<file path="config.mk">
export PLATFORM = sky130hd
export DESIGN_NAME = ioBitUnit
export DESIGN_NICKNAME = d
export VERILOG_FILES = /design/src/rtl/ioBitPkg.sv /design/src/rtl/ioBitCtrl.sv /design/src/rtl/ioBitDp.sv /design/src/rtl/ioBitUnit.sv
export SDC_FILE = /design/constraint.sdc
export NUM_CORES = 1
export LEC_CHECK = 0
export ABC_AREA = 0
export BUFFER_PORTS_ARGS = -buffer_cell sky130_fd_sc_hd__buf_2
export CORE_ASPECT_RATIO = 0.9
export CORE_MARGIN = 2
export CORE_UTILIZATION = 44
export CTS_CLUSTER_SIZE = 20
export DETAILED_ROUTE_END_ITERATION = 8
export GPL_TIMING_DRIVEN = 0
export PLACE_DENSITY = 0.85
export RECOVER_POWER = 100
export SYNTH_ARGS = -nofsm -noshare
export SYNTH_HDL_FRONTEND = slang
export SYNTH_SLANG_ARGS = --single-unit
</file>
<file path="constraint.sdc">
create_clock -name clk -period 4.7 [get_ports clk]
set_clock_uncertainty 0.2 [all_clocks]
set_input_delay 0.235 -clock clk [delete_from_list [all_inputs] [get_ports clk]]
set_output_delay 0.235 -clock clk [all_outputs]
set_load 0.02 [all_outputs]
</file>
<file path="src/rtl/ioBitPkg.sv">
package ioBitPkg;
  localparam int DATA_W = 8;
  localparam int BIT_W  = $clog2(DATA_W);
  localparam int IO_AW  = 6;
  localparam int REG_AW = 5;

  typedef struct packed {
    logic              memAcc;
    logic              memWe;
    logic              regWe;
    logic              setMode;
    logic [IO_AW-1:0]  ioAddr;
    logic [BIT_W-1:0]  bitIdx;
    logic [REG_AW-1:0] regDst;
  } strobeT;
endpackage

</file>
<file path="src/rtl/ioBitCtrl.sv">
module ioBitCtrl
  import ioBitPkg::*;
(
  input  logic        clk,
  input  logic        rst_n,
  input  logic        instValid,
  input  logic [15:0] instWord,
  output strobeT      stb,
  output logic        done,
  output logic        busy,
  output logic [1:0]  cycles,
  output logic [1:0]  pcStep
);
  logic isClr, isSet, isRead, known;
  logic inSetWr;
  logic [IO_AW-1:0] pendAddr;
  logic [BIT_W-1:0] pendBit;
  logic [IO_AW-1:0] bitAddr, readAddr;

  assign isClr    = (instWord[15:8] == 8'h98);
  assign isSet    = (instWord[15:8] == 8'h9A);
  assign isRead   = (instWord[15:11] == 5'b10110);
  assign known    = isClr | isSet | isRead;
  assign bitAddr  = {1'b0, instWord[7:3]};
  assign readAddr = {instWord[10:9], instWord[3:0]};

  always_comb begin
    stb    = '0;
    done   = 1'b0;
    cycles = 2'd0;
    pcStep = 2'd0;
    if (inSetWr) begin
      stb.memAcc  = 1'b1;
      stb.memWe   = 1'b1;
      stb.setMode = 1'b1;
      stb.ioAddr  = pendAddr;
      stb.bitIdx  = pendBit;
      done        = 1'b1;
      cycles      = 2'd2;
      pcStep      = 2'd1;
    end else if (instValid) begin
      if (isClr) begin
        stb.memAcc = 1'b1;
        stb.memWe  = 1'b1;
        stb.ioAddr = bitAddr;
        stb.bitIdx = instWord[2:0];
        done       = 1'b1;
        cycles     = 2'd1;
        pcStep     = 2'd1;
      end else if (isSet) begin
        stb.memAcc = 1'b1;
        stb.ioAddr = bitAddr;
        stb.bitIdx = instWord[2:0];
      end else if (isRead) begin
        stb.memAcc = 1'b1;
        stb.regWe  = 1'b1;
        stb.ioAddr = readAddr;
        stb.regDst = instWord[8:4];
        done       = 1'b1;
        cycles     = 2'd1;
        pcStep     = 2'd1;
      end
    end
  end

  always_ff @(posedge clk) begin
    if (!rst_n) begin
      inSetWr  <= 1'b0;
      pendAddr <= '0;
      pendBit  <= '0;
    end else if (inSetWr) begin
      inSetWr <= 1'b0;
    end else if (instValid && isSet) begin
      inSetWr  <= 1'b1;
      pendAddr <= bitAddr;
      pendBit  <= instWord[2:0];
    end
  end

  assign busy = inSetWr;

  // the set-bit write phase lasts exactly one cycle
  assert_setwr_single_R3: assert property (@(posedge clk) disable iff (!rst_n)
    busy |=> !busy);
  // busy cycle always carries the set-bit write and its completion
  assert_busy_completes_R6: assert property (@(posedge clk) disable iff (!rst_n)
    busy |-> (stb.memWe && stb.setMode && done && cycles == 2'd2));
  // an unrecognised word does nothing
  assert_unknown_ignored_R7: assert property (@(posedge clk) disable iff (!rst_n)
    (instValid && !busy && !known) |-> (!stb.memWe && !stb.regWe && !done));
  // set-bit first cycle writes nothing and raises busy next
  assert_set_first_R3: assert property (@(posedge clk) disable iff (!rst_n)
    (instValid && !busy && isSet) |-> (!stb.memWe && !done) ##1 busy);
endmodule

</file>
<file path="src/rtl/ioBitDp.sv">
module ioBitDp
  import ioBitPkg::*;
#(
  parameter int ADDR_W  = 16,
  parameter int IO_BASE = 32
) (
  input  logic              clk,
  input  logic              rst_n,
  input  strobeT            stb,
  input  logic [DATA_W-1:0] memRdata,
  output logic [ADDR_W-1:0] memAddr,
  output logic              memWe,
  output logic [DATA_W-1:0] memWdata,
  output logic              regWe,
  output logic [REG_AW-1:0] regAddr,
  output logic [DATA_W-1:0] regWdata
);
  logic [DATA_W-1:0] newByte;

  assign memAddr = stb.memAcc ? (ADDR_W'(stb.ioAddr) + ADDR_W'(IO_BASE)) : '0;

  for (genvar i = 0; i < DATA_W; i++) begin : g_bit
    assign newByte[i] = !stb.memWe ? 1'b0 :
                        (stb.bitIdx == BIT_W'(i)) ? stb.setMode : memRdata[i];
  end

  assign memWe    = stb.memWe;
  assign memWdata = newByte;
  assign regWe    = stb.regWe;
  assign regAddr  = stb.regWe ? stb.regDst : '0;
  assign regWdata = stb.regWe ? memRdata : '0;

  // the seven unselected bits pass through unchanged
  assert_other_bits_kept_R2: assert property (@(posedge clk) disable iff (!rst_n)
    memWe |-> ($countones(memWdata ^ memRdata) <= 1));
  // every access lands in the IO window of the data space
  assert_io_window_R1: assert property (@(posedge clk) disable iff (!rst_n)
    (memWe || regWe) |-> (memAddr >= ADDR_W'(IO_BASE) && memAddr < ADDR_W'(IO_BASE + 64)));
  // the register port receives exactly the byte read
  assert_read_copy_R4: assert property (@(posedge clk) disable iff (!rst_n)
    regWe |-> (regWdata == memRdata));
endmodule

</file>
<file path="src/rtl/ioBitUnit.sv">
module ioBitUnit
  import ioBitPkg::*;
#(
  parameter int ADDR_W  = 16,
  parameter int IO_BASE = 32
) (
  input  logic              clk,
  input  logic              rst_n,
  input  logic              instValid,
  input  logic [15:0]       instWord,
  input  logic [7:0]        memRdata,
  output logic [ADDR_W-1:0] memAddr,
  output logic              memWe,
  output logic [7:0]        memWdata,
  output logic              regWe,
  output logic [4:0]        regAddr,
  output logic [7:0]        regWdata,
  output logic              done,
  output logic              busy,
  output logic [1:0]        cycleCount,
  output logic [1:0]        pcInc
);
  strobeT stb;

  ioBitCtrl u_ctrl (
    .clk(clk), .rst_n(rst_n), .instValid(instValid), .instWord(instWord),
    .stb(stb), .done(done), .busy(busy), .cycles(cycleCount), .pcStep(pcInc)
  );

  ioBitDp #(.ADDR_W(ADDR_W), .IO_BASE(IO_BASE)) u_dp (
    .clk(clk), .rst_n(rst_n), .stb(stb), .memRdata(memRdata),
    .memAddr(memAddr), .memWe(memWe), .memWdata(memWdata),
    .regWe(regWe), .regAddr(regAddr), .regWdata(regWdata)
  );

  // each completion advances the program counter by one word
  assert_pc_step_R5: assert property (@(posedge clk) disable iff (!rst_n)
    done |-> (pcInc == 2'd1));
  // never both write ports in one cycle
  assert_single_port_R9: assert property (@(posedge clk) disable iff (!rst_n)
    !(memWe && regWe));
  // a one-cycle completion is always accompanied by its write
  assert_done_has_write_R2: assert property (@(posedge clk) disable iff (!rst_n)
    (done && cycleCount == 2'd1) |-> (memWe || regWe));
endmodule

</file>
After elaboration in Yosys (flattened, before gate mapping). Cells that the tools add are included.

Register bits after elaboration: 9. Output and inout bits: 45. Logic and storage cells: 69.

Add/sub/neg operators: 1. Equal/unequal tests: 10. Muxes and demuxes: 49. Bitwise operators: 2. Reduce and logical (&&, ||, !) cells: 4.

Operators by type and width (count): $mux 1 (29); $mux 5 (5); $mux 9 (2); $eq 8x8->1 const B (2); $mux 16 (1); $mux 14 (1); $eq 3x3->1 const B (4); $mux 2 (6); $mux 6 (2); $mux 8 (1); $add 6x6->7 const B (1); $eq 3x2->1 const B (2); $mux 3 (2); $eq 5x5->1 const B (1); $eq 3x1->1 const B (1); $logic_not 3->1 (1); $not 1->1 (2); $reduce_and 2->1 (1); $reduce_or 2->1 (1); $logic_and 1x1->1 (1).

Longest topological paths before layout. Gate-level depths: netlist of run 1.

Depth in word-level cells: 9. Depth in mapped cells: 7. Mapped depth without buffers: 4.

Hierarchy. Synthesis of run 1 repeated with hierarchy kept, for this count alone.

Cell total of the unflattened synthesis: 146. Area, all modules: 1143.6 µm².

Modules (own cells, without submodules): ioBitCtrl (instances 1, cells an instance 85, area each 676.9 µm², sequential area each 180.2 µm²); ioBitDp (instances 1, cells an instance 61, area each 466.7 µm², sequential area each 0.0 µm²).

Worst setup path after synthesis of run 1. No wires, ideal clock.

Path type: register to output. From: register u_ctrl.inSetWr, in the netlist u_ctrl.busy. To: output port memWdata[2]. Data arrival time: 2.122 ns. Required time: 4.265 ns. Setup slack: 2.143 ns. Stages on the path, launching flop included: 7. Cells stage by stage: dfxtp_1 -> buf_2 -> nand2b_1 -> buf_2 -> o41ai_4 -> nor3b_1 -> mux2i_1.

Cells in the longest elaborated chain, start to end: 4. Elaborated cells on any way between the ends: 6. Classes of those cells: eq/ne (1); mux (5).

RTL lines: from (decl) (RTL line ioBitCtrl.sv:15) `logic inSetWr;`; from (signal assigned) (RTL line ioBitCtrl.sv:68) `inSetWr <= 1'b0;`; from (signal assigned) (RTL line ioBitCtrl.sv:72) `inSetWr <= 1'b0;`; from (signal assigned) (RTL line ioBitCtrl.sv:74) `inSetWr <= 1'b1;`; $mux 9 (RTL line ioBitCtrl.sv:32) `if (inSetWr) begin`; $eq 3x2->1 (RTL line ioBitDp.sv:24) `(stb.bitIdx == BIT_W'(i)) ? stb.setMode : memRdata[i];`; $mux 1 (RTL line ioBitDp.sv:24); $mux 1 (*) (RTL line ioBitDp.sv:23) `assign newByte[i] = !stb.memWe ? 1'b0 :`; to (decl) (RTL line ioBitUnit.sv:14) `output logic [7:0] memWdata,`.

Mark *: on every way between the ends. The rest lies on a longest branch, timed or not.

Final worst setup path of run 1.
From: input port instWord[8]. To: output port memWdata[0].

Cells in the longest elaborated chain, start to end: 8. Elaborated cells on any way between the ends: 12. Classes of those cells: eq/ne (2); mux (9); reduce/logical (1).

RTL lines: from (decl) (RTL line ioBitUnit.sv:10) `input logic [15:0] instWord,`; $eq 8x8->1 (RTL line ioBitCtrl.sv:21) `assign isSet = (instWord[15:8] == 8'h9A);`; $mux 3 (RTL line ioBitCtrl.sv:50) `end else if (isSet) begin`; $mux 9 (RTL line ioBitCtrl.sv:42) `if (isClr) begin`; $mux 14 (RTL line ioBitCtrl.sv:41) `end else if (instValid) begin`; $mux 9 (RTL line ioBitCtrl.sv:32); $logic_not 3->1 (RTL line ioBitDp.sv:24); $mux 1 (RTL line ioBitDp.sv:24); $mux 1 (*) (RTL line ioBitDp.sv:23).

Marked as above.

==> results of run 1 <==
[kinds of logic (layout without fill, tap and decap cells)]
logic type	count (synthesis)	count (layout)	share of synthesized area (%)
AOI/OAI and AO/OA	20	20	21.1
muxes	15	15	14.9
buffers and inverters	24	89	14.6
and+or+nand+nor	53	53	31.2
other	1	10	0.371
DFF	9	9	17.8
[routing by layer]
metal,wire length [um],GRT usage (%),share of wire [%],vias up
li1,-,-,-,549
met1,1070,25.4,39,500
met2,1480,38.6,53,47
met3,203,5.83,7.3,4
met4,24,7.08,0.86,0
met5,0,0,0,-
[metrics by stage]
stage / util [%] / instance area, um2 / power (W) / hold WS (ns)
floorplan: - / 1040 / 0.000105 / 0.157
global placement: 63.4 / 1380 / 0.000123 / 0.298
detailed placement: 63.4 / 1380 / 0.000124 / 0.311
CTS: 64.6 / 1410 / 0.000189 / 0.0434
global route: 62.0 / 1350 / 0.000196 / 0.0540
finish: 62.0 / 1350 / 0.000187 / 0.0469
[state kept, by name (all words and copies together) (netlist names)]
register,count
u_ctrl.busy,1
u_ctrl.pendBit,3
u_ctrl.pendAddr,5
[where the power goes]
| group | internal [W] | switching (W) | total [W] |
|---|---|---|---|
| registers | 0.0000763 | 0.0000000468 | 0.0000763 |
| clock network | 0.0000329 | 0.0000325 | 0.0000655 |
| logic | 0.0000188 | 0.0000261 | 0.0000449 |
| total | 0.000128 | 0.0000587 | 0.000187 |
[area by class of cell]
| class | instances | area (um2) | area share (%) |
|---|---|---|---|
| multi-input cells | 98 | 697 | 51.5 |
| repair buffers | 61 | 274 | 20.2 |
| clock buffers | 4 | 26.3 | 1.94 |
| inverters | 7 | 26.3 | 1.94 |
| plain buffers | 17 | 116 | 8.60 |
| flip-flops and latches | 9 | 180 | 13.3 |
| well taps | 27 | 33.8 | 2.50 |
[critical path, delay by kind of cell]
family / cells / cell delay, ns
AO/OA/AOI/OAI: 3 / 1.62
buffers and inverters: 3 / 0.54
AND/OR/NAND/NOR: 1 / 0.52
[synthesized netlist by cell type (2+ instances only)]
master,number
mux2i_1,15
nand2_1,15
and2_1,14
buf_4,12
dfxtp_1,9
nor2b_1,9
inv_1,6
o21ai_0,6
a22oi_1,5
buf_2,4
o41ai_4,4
nand3b_1,3
nor3b_1,3
a21oi_1,2
nor2_1,2
[worst paths after layout]
| path | end | slack [ns] | cells after the start |
|---|---|---|---|
| max | memWdata[0] | 1.34 | 7 |
| min | u_ctrl.pendAddr[0] | 0.05 | 3 |
| max reg2reg | u_ctrl.pendAddr[3] | 2.15 | 7 |
| min reg2reg | u_ctrl.pendAddr[4] | 0.33 | 2 |
[layout by cell type (no fill, tap or decap), drive strengths merged]
| cell | n |
|---|---|
| a21oi | 2 |
| nand3b | 4 |
| o41ai | 5 |
| dfxtp | 9 |
| and2 | 15 |
| nand2b | 1 |
| nand2 | 15 |
| nand3 | 1 |
| o21ai | 6 |
| clkbuf | 33 |
| clkinv | 1 |
| inv | 6 |
| nor3b | 4 |
| nor2b | 9 |
| nor4 | 1 |
| mux2i | 15 |
| a22oi | 5 |
| or4b | 1 |
| nor2 | 2 |
| o311ai | 1 |
| buf | 49 |
| conb | 10 |
| a21o | 1 |
==> metrics.md, run 1 <==
| Metric | Value |
|---|---|
| Synthesized area | `1010 um2` |
| Critical path class | `input port to output port` |
| Share of synthesized area occupied by flip-flops and latches | `17.8%` |
| Antenna cells | `0` |
| Arrival time at the worst endpoint | `2.92 ns` |
| Relative slew margins | `-0.508%` |
| Status | `finished with violations` |
| Global-route wire length before repair | `4460 um` |
| Fraction of final layout cells with drive strength greater than 1 | `30.1%` |
| Count of unique library cells instantiated by Yosys | `28` |
| Routed length per placed instance | `12.5 um` |
| Vias in the first global route | `1033` |
| Clk root buf | `clkbuf_4` |
| Worst-case vdd ir drop | `0.121 mV` |
| Worst-path cell chain | `buf_2, or4b_4, buf_6, o41ai_1, o311ai_0, o41ai_1, clkbuf_1` |
| Number of clock sinks | `9` |
| Slack of the critical path | `1.34 ns` |
| Clock-pin slew on the worst setup and hold paths | `0.07 ns` |
| Area share of the leading cell type in the synthesized netlist | `17.8%` |
| Kind of path behind the tightest hold check | `input port to flop` |
| Vias per Instance | `4.93` |
| I/O pins | `72` |
| Number of nets still failing antenna checks after routing | `0` |
| Pre-CTS setup slack | `1.97 ns` |
| Crit start category | `input port` |
| Library cell contributing the largest single delay on the critical path | `o41ai_1` |
| Remaining DRCs | `0` |
| Initial detailed-routing violation count | `16` |
| Post-synthesis async set-or-reset flop share | `0%` |
| Worst-path fanout max | `10` |
| Total overflow reported by the global router | `0` |
| Number of buffers added for setup after CTS | `0` |
| Worst Path Required | `4.26 ns` |
| Highest clock frequency the design can meet | `0.298 GHz` |
| Setup TNS | `0 ns` |
| Clock latency on the worst-skew pair | `0.27 ns` |
| RSZ-0062 raised after global routing | `false` |
| Starting Density | `46.3%` |
| Wirelength, routed | `2780 um` |
| Number of enable-type register cells in the synthesized netlist | `0` |
| Clock tree from TritonCTS | `yes` |
| Start point of the worst hold path | `instWord[3]` |
| Slowest Stage Delay on Critical Path | `1.17 ns` |
| Bufs on Longest Clock Path | `2` |
| Resized Gates After CTS | `0` |
| Transition time of the tightest slew-check pin | `1.49 ns` |
| Layout overhead on the synthesized area | `34.1%` |
| First element of the critical path | `instWord[8]` |
| Total number of placement rows | `16` |
| Width of the die | `54.5 um` |
| Cell Pwr Density | `138 nW/um2` |
| Total of buffers placed on input and output ports | `61` |
| Min Tclk post-route | `3.36 ns` |
| Inst Count DP | `219` |
| Overall routing resource usage | `22.2%` |
| Cell types with the largest area share after synthesis | `dfxtp_1 18%, mux2i_1 15%, o41ai_4 11%, buf_4 8.9%, and2_1 8.7%` |
| Total of warnings raised by yosys | `0` |
| Iteration count of the initial detailed-routing pass | `4` |
| Launch instance of the worst register-to-register path | `u_ctrl.busy` |
| Mean Syn Cell Area | `8.28 um2` |
| Final std cells w/o fill | `223` |
| Cell accounting for the most synthesized area | `dfxtp_1` |
| Final cycle utilization of the critical path | `71.5%` |
| Most frequent CP cell | `o41ai_1` |
| Leading register cell type out of synthesis | `dfxtp_1` |
| Cell count after synthesis | `122` |
| Number of maximum-capacitance constraint violations | `1` |
| Failing checks | `max-capacitance violations, max-slew violations` |
| Number of vias after detailed routing | `1100` |
| Max-slew violations | `1` |
| HPWL reported at the end of detailed placement | `2170 um` |
| Number of fill cells in the layout | `220` |
| Routability cong. | `0.731` |
| Hold-fix buffer count after cts | `0` |
| Number of buffers inserted during clock tree synthesis | `3` |
| Number of H-tree levels | `1` |
| Area of the die | `2690 um2` |
| Leakage | `0.647 nW` |
| Number of nets at the end of the flow | `224` |
| Area inside the core boundary | `2180 um2` |
| Die height | `49.4 um` |
| Final hold violations | `0` |
| Largest net degree at the start of global routing | `11` |
| Number of antenna violations at the first check in global routing | `0` |
| Synth Register Bits | `9` |
| Endpoint type of the worst setup path | `output port` |
| Setup violators final | `0` |
(Power assumes the default switching activity.)
==> inputs of run 2 (changes only) <==
CORE_UTILIZATION = 37   (was 44)
PLACE_DENSITY = 0.77   (was 0.85)
clock period = 2.7 ns   (was 4.7 ns; I/O delays follow)
==> run 2 against run 1 <==
Hold slack got worse by 0.045 ns. Largest power group unchanged. Flip-flop and latch count did not move. Critical endpoint is now memWdata[2]. Critical path type is now flop to output port. The flow now finishes without violations. Sequential power increased by 74%. Sequential share of layout area is 1.8 points lower.
==> metrics.md, run 2 (same netlist as run 1, synthesis figures left out) <==
| Metric | Value |
|---|---|
| Category of cells accounting for the largest share of critical-path delay | `buffers and inverters` |
| Routed length per placed instance | `12.1 um (-2.8%)` |
| Slowest Stage Delay on Critical Path | `0.42 ns (-0.75 ns)` |
| Clk root buf | `clkbuf_4` |
| Endpoint with the worst hold slack | `u_ctrl.pendBit[1]` |
| Final hold violations | `0 (unchanged)` |
| Worst-path fanout max | `10 (unchanged)` |
| Leakage | `0.907 nW (+40%)` |
| Highest clock frequency the design can meet | `0.382 GHz` |
| Total of buffers placed on input and output ports | `61 (unchanged)` |
| Iteration count of the initial detailed-routing pass | `4 (unchanged)` |
| Crit start category | `flop` |
| Clock latency on the worst-skew pair | `0.26 ns (about the same)` |
| Total overflow reported by the global router | `0 (unchanged)` |
| Endpoint type of the worst setup path | `output port` |
| Buffer and inverter count on the worst path | `3 (unchanged)` |
| Number of H-tree levels | `1 (unchanged)` |
| Transition time of the tightest slew-check pin | `0.593 ns (-0.895 ns)` |
| Highest-count cells in the layout ignoring fill and taps | `62 x buf_2, 15 x nand2_1, 15 x mux2i_1, 15 x dlygate4sd3_1` |
| Final total power | `0.000327 W (+75%)` |
| Remaining DRCs | `0 (unchanged)` |
| Wirelength, routed | `2900 um (+4.1%)` |
| Bufs on Longest Clock Path | `2 (unchanged)` |
| Number of maximum-capacitance constraint violations | `0 (-1)` |
| Most common cell after layout, fill and taps aside | `buf_2` |
| Status | `complete, no violations` |
| Fraction of final layout cells with drive strength greater than 1 | `41.7% (+12 points)` |
| Reg-to-Reg End | `u_ctrl.pendBit[0]` |
| Layout overhead on the synthesized area | `54.9%` |
| Start point of the worst hold path | `instWord[1]` |
| RSZ-0062 raised after global routing | `true` |
| Min Tclk post-route | `2.62 ns` |
| Vias per Instance | `4.72 (-4.2%)` |
| Max-slew violations | `0 (-1)` |
| Critical path class | `flop to output port` |
| Relative slew margins | `60.3% (+61 points)` |
| Worst-case vdd ir drop | `0.176 mV (+45%)` |
| Cell Pwr Density | `209 nW/um2 (+52%)` |
| Number of buffers added for setup after CTS | `0 (unchanged)` |
| Number of nets still failing antenna checks after routing | `0 (unchanged)` |
| Worst Path Required | `2.37 ns (-1.89 ns)` |
| Antenna cells | `0 (unchanged)` |
| Launch instance of the worst register-to-register path | `u_ctrl.busy` |
| Number of clock sinks | `9 (unchanged)` |
| Setup violators final | `0 (unchanged)` |
| Total number of placement rows | `17 (+1)` |
| Cell area after layout | `1560 um2 (+16%)` |
| Global-route wire length before repair | `4230 um (-5.1%)` |
| Number of buffers inserted during clock tree synthesis | `3 (unchanged)` |
| Width of the die | `59.1 um (+8.4%)` |
| Area of the die | `3160 um2 (+17%)` |
| Overall routing resource usage | `17.7% (-4.5 points)` |
| Most frequent CP cell | `buf_2` |
| Die height | `53.6 um (+8.3%)` |
| Library cell contributing the largest single delay on the critical path | `o41ai_4` |
| Setup TNS | `0 ns (unchanged)` |
| DP Area | `1380 um2 (about the same)` |
| Number of nets at the end of the flow | `239 (+6.7%)` |
| Final std cells w/o fill | `239 (+7.2%)` |
| Largest register FFs | `5 (unchanged)` |
| Kind of path behind the tightest hold check | `input port to flop` |
| Largest net degree at the start of global routing | `11 (unchanged)` |
| Clock tree from TritonCTS | `yes` |
| Clock-pin slew on the worst setup and hold paths | `0.06 ns (about the same)` |
| Final cycle utilization of the critical path | `96.9%` |
| Number of antenna violations at the first check in global routing | `0 (unchanged)` |
| Vias in the first global route | `924 (-11%)` |
| Starting Density | `39.9% (-6.4 points)` |
| Initial detailed-routing violation count | `33 (+17)` |
| HPWL reported at the end of detailed placement | `2110 um (-2.8%)` |
| Number of vias after detailed routing | `1129 (+2.6%)` |
| Arrival time at the worst endpoint | `2.28 ns (-0.64 ns)` |
| Area inside the core boundary | `2530 um2 (+16%)` |
| Top register by number of flip-flops | `u_ctrl.pendAddr` |
| Cells on worst reg2reg path | `8 (+1)` |
| Routability cong. | `0.738 (+1.0%)` |
| Worst reg-to-reg setup slack | `0.12 ns (-2.03 ns)` |
| Worst-path cell chain | `buf_2, nand2b_1, buf_4, o41ai_4, nor3b_1, mux2i_1, buf_2` |
| Min-Delay Path Depth | `3 (unchanged)` |
| I/O pins | `72 (unchanged)` |
| Inst Count DP | `220 (+0.46%)` |
-- run 2: metal layers --
layer,vias to the layer above,global-route usage (%),part of all wire (%)
met4,0,5.30,0.66
li1,580,-,-
met3,2,4.09,5.4
met2,38,31.3,51
met5,-,0,0
met1,509,21.4,43
-- run 2: repair_timing --
action / in CTS / in global routing
cloned: 0 / 0
pin swaps: 2 / 1
endpoints found under the setup margin: 2 / 10
hold endpoints to repair: 9 / 0
hold buffers: 15 / 0
gates resized for setup: 0 / 4
-- run 2: worst max-delay path by stage --
stage | start | endpoint | slack [ns] | depth (start not counted)
floorplan | u_ctrl.busy | memWdata[2] | 0.24 | 6
global placement | instWord[14] | regWdata[4] | 0.19 | 7
detailed placement | instWord[14] | regAddr[3] | 0.15 | 7
CTS | u_ctrl.busy | memWdata[2] | 0.06 | 7
global route | u_ctrl.busy | memWdata[2] | -0.05 | 7
finish | u_ctrl.busy | memWdata[2] | 0.08 | 7
-- run 2: cell type report --
class | instances | area (um2)
flip-flops and latches | 9 | 180
plain buffers | 17 | 126
clock buffers | 4 | 26.3
multi-input cells | 98 | 716
inverters | 7 | 26.3
fillers | 234 | 967
repair buffers | 76 | 454
well taps | 28 | 35.0
-- run 2: tightest hold or removal path: cells and delay by family --
family / cells / cell delay, ns
buffers and inverters: 1 / 0.11
and+or+nand+nor: 1 / 0.11
muxes: 1 / 0.07
-- run 2: power breakdown --
part           internal, W  switching (W)  total [W]
Combinational    0.0000417      0.0000473  0.0000890
Clock            0.0000570      0.0000480   0.000105
Sequential        0.000133   0.0000000828   0.000133
-- run 2: metrics by stage --
| stage | util [%] | setup slack, ns | hold slack, ns |
|---|---|---|---|
| 5_1_grt | 61.8 | -0.0523 | -0.00245 |
| 6_report | 61.8 | 0.0839 | 0.00208 |
| 4_1_cts | 61.6 | 0.0603 | 0.00134 |
| 2_1_floorplan | - | 0.243 | 0.0567 |
| 3_5_place_dp | 54.7 | 0.151 | 0.236 |
| 3_3_place_gp | 54.7 | 0.187 | 0.223 |
==> inputs of run 3 (changes only) <==
CORE_MARGIN = 1.5   (was 2)
RECOVER_POWER = not set   (was 100)
==> run 3 against run 2 <==
Sequential power barely moved. Fmax fell by 0.36%. Clock-buffer cell count did not move. Combinational power rose by 4.6%.
==> metrics.md, run 3 (same netlist as run 1, synthesis figures left out) <==
| Metric | Value |
|---|---|
| Status | `complete, no violations` |
| Clk root buf | `clkbuf_4` |
| Final cycle utilization of the critical path | `97.2% (+0.35 points)` |
| Endpoint type of the worst setup path | `flop` |
| Category of cells accounting for the largest share of critical-path delay | `buffers and inverters` |
| Number of antenna violations at the first check in global routing | `0 (unchanged)` |
| Worst-path cell chain | `buf_4, nand2b_4, buf_4, nor4_1, buf_2, mux2i_1, nor2b_1, dlygate4sd3_1` |
| Reg-to-Reg End | `u_ctrl.pendAddr[3]` |
| Critical path depth | `8 (+1)` |
| Remaining DRCs | `0 (unchanged)` |
| Launch instance of the worst register-to-register path | `u_ctrl.busy` |
| Top register by number of flip-flops | `u_ctrl.pendAddr` |
| Critical path class | `flop to flop` |
| Final Util | `64.1% (+2.3 points)` |
| Arrival time at the worst endpoint | `2.57 ns (+0.29 ns)` |
| Number of buffers inserted during clock tree synthesis | `3 (unchanged)` |
| Most frequent CP cell | `buf_4` |
| Cells on worst reg2reg path | `8 (unchanged)` |
| Setup TNS | `0 ns (unchanged)` |
| Area of the die | `3050 um2 (-3.5%)` |
| Overall routing resource usage | `18.2% (+0.45 points)` |
| Slowest Stage Delay on Critical Path | `0.57 ns (+0.15 ns)` |
| First element of the critical path | `u_ctrl.busy` |
| Area inside the core boundary | `2510 um2 (-0.84%)` |
| Initial detailed-routing violation count | `26 (-21%)` |
| Net switching power of the design | `0.0000989 W (+3.6%)` |
| Final hold violations | `0 (unchanged)` |
| Routability cong. | `0.757 (+2.5%)` |
| Clock latency on the worst-skew pair | `0.26 ns (about the same)` |
| Worst Path Required | `2.65 ns (+0.28 ns)` |
| Number of maximum-capacitance constraint violations | `0 (unchanged)` |
| Relative slew margins | `59.1% (-1.2 points)` |
| Pint | `0.000234 W (+0.91%)` |
| Kind of path behind the tightest hold check | `flop to flop` |
| Clock-pin slew on the worst setup and hold paths | `0.06 ns (about the same)` |
| Layout overhead on the synthesized area | `59.4%` |
| Setup violators final | `0 (unchanged)` |
| Share of power burned in the clock network | `32.0% (about the same)` |
| Sw frac | `29.7% (+0.55 points)` |
| Total overflow reported by the global router | `0 (unchanged)` |
| Width of the die | `58.1 um (-1.7%)` |
| Worst Setup EP | `u_ctrl.pendAddr[3]` |
| Min Tclk post-route | `2.63 ns (+0.00933 ns)` |
| Starting Density | `40.2% (+0.34 points)` |
| Number of nets still failing antenna checks after routing | `0 (unchanged)` |
| Highest clock frequency the design can meet | `0.381 GHz (-0.36%)` |
| Number of vias after detailed routing | `1145 (+1.4%)` |
| Final total power | `0.000333 W (+1.7%)` |
| Worst hold slack | `0.326 ns (+0.324 ns)` |
| Iteration count of the initial detailed-routing pass | `6 (+2)` |
| Highest-count cells in the layout ignoring fill and taps | `62 x buf_2, 18 x buf_4, 15 x nand2_1, 15 x mux2i_1, 15 x dlygate4sd3_1` |
| Antenna cells | `0 (unchanged)` |
| Buffer and inverter count on the worst path | `4 (+1)` |
| Clock tree from TritonCTS | `yes` |
| Share of total power in sequential cells | `40.0% (-0.7 points)` |
| I/O pins | `72 (unchanged)` |
| Routed length per placed instance | `12.0 um (-0.90%)` |
| Number of nets at the end of the flow | `242 (+1.3%)` |
| Max-slew violations | `0 (unchanged)` |
| Largest net degree at the start of global routing | `11 (unchanged)` |
| Leakage | `0.916 nW (+1.0%)` |
| Cell Pwr Density | `207 nW/um2 (-1.1%)` |
| Number of fill cells in the layout | `232 (-0.85%)` |
| Total of buffers placed on input and output ports | `61 (unchanged)` |
| Global-route wire length before repair | `4150 um (-2.0%)` |
| Vias per Instance | `4.73 (+0.16%)` |
| HPWL reported at the end of detailed placement | `1950 um (-7.7%)` |
| Number of clock sinks | `9 (unchanged)` |
| Bufs on Longest Clock Path | `2 (unchanged)` |
| Largest register FFs | `5 (unchanged)` |
| Die height | `52.6 um (-1.9%)` |
| Transition time of the tightest slew-check pin | `0.612 ns (+0.0182 ns)` |
| Worst reg-to-reg setup slack | `0.07 ns (-0.05 ns)` |
| Most common cell after layout, fill and taps aside | `buf_2` |
| Total number of placement rows | `17 (unchanged)` |
| Worst-path fanout max | `10 (unchanged)` |
| Vias in the first global route | `919 (-0.54%)` |
| Number of H-tree levels | `1 (unchanged)` |
| Start point of the worst hold path | `u_ctrl.pendAddr[2]` |
| Fraction of power consumed by combinational cells | `28.0% (+0.8 points)` |
| Wirelength, routed | `2910 um (+0.35%)` |
| Crit start category | `flop` |
| Library cell contributing the largest single delay on the critical path | `dlygate4sd3_1` |
| Worst-case vdd ir drop | `0.218 mV (+24%)` |
| Fraction of final layout cells with drive strength greater than 1 | `43.9% (+2.2 points)` |
run 3: cell types whose count changed in the layout (fill, tap and decap cells not counted):
cell      change
nor3b_4       +1
nand2b_1      -1
buf_4         +4
nor3b_1       -1
nand2b_4      +1
clkbuf_1      -1
run 3: how the worst min path moves through the flow:
stage                         endpoint  cells after the start
finish              u_ctrl.pendAddr[2]                      2
global route         u_ctrl.pendBit[0]                      2
CTS                  u_ctrl.pendBit[0]                      2
detailed placement  u_ctrl.pendAddr[0]                      3
global placement    u_ctrl.pendAddr[3]                      3
floorplan                  u_ctrl.busy                      1
run 3: power groups by stage:
stage	sequential, W	combinational (W)	clock (W)
finish	0.000133	0.0000931	0.000107
global route	0.000133	0.0000998	0.000116
CTS	0.000133	0.0000887	0.000109
detailed placement	0.000136	0.0000784	0
global placement	0.000136	0.0000780	0
floorplan	0.000136	0.0000469	0
run 3: area by class of cell:
| type | count | area, um2 | share of cell area (%) |
|---|---|---|---|
| Buffer | 17 | 126 | 7.85 |
| Clock buffer | 4 | 26.3 | 1.63 |
| Inverter | 7 | 26.3 | 1.63 |
| Multi-Input combinational cell | 98 | 734 | 45.6 |
| Sequential cell | 9 | 180 | 11.2 |
| Tap cell | 28 | 35.0 | 2.18 |
| Timing Repair Buffer | 79 | 480 | 29.9 |
run 3: worst min-delay path: stages (launching register included):
cell and delay (ns):
dfxtp_1 0.33, mux2i_1 0.07, nor2b_1 0.10
run 3: stage by stage:
stage / setup slack [ns] / std cells / cell area (um2)
floorplan: 0.243 / 131 / 1040
CTS: 0.0204 / 239 / 1560
finish: 0.0746 / 242 / 1610
global placement: 0.194 / 220 / 1380
detailed placement: 0.125 / 220 / 1380
global route: -0.0342 / 242 / 1610
run 3: repair_timing:
action                                  CTS  global route
endpoints found under the setup margin    2            17
buffers inserted                          0             3
hold endpoints to repair                  9             0
gates cloned                              0             0
hold buffers                             15             0
gates resized for setup                   0             8
pin swaps                                 2             2
run 3: routing by layer:
layer,GRT usage (%),wire length (um),up-vias,part of all wire [%]
met5,0,0,-,0
met4,3.49,22,0,0.76
met3,4.69,176,4,6.1
met2,32.0,1460,43,50
met1,22.3,1250,515,43
li1,-,-,583,-
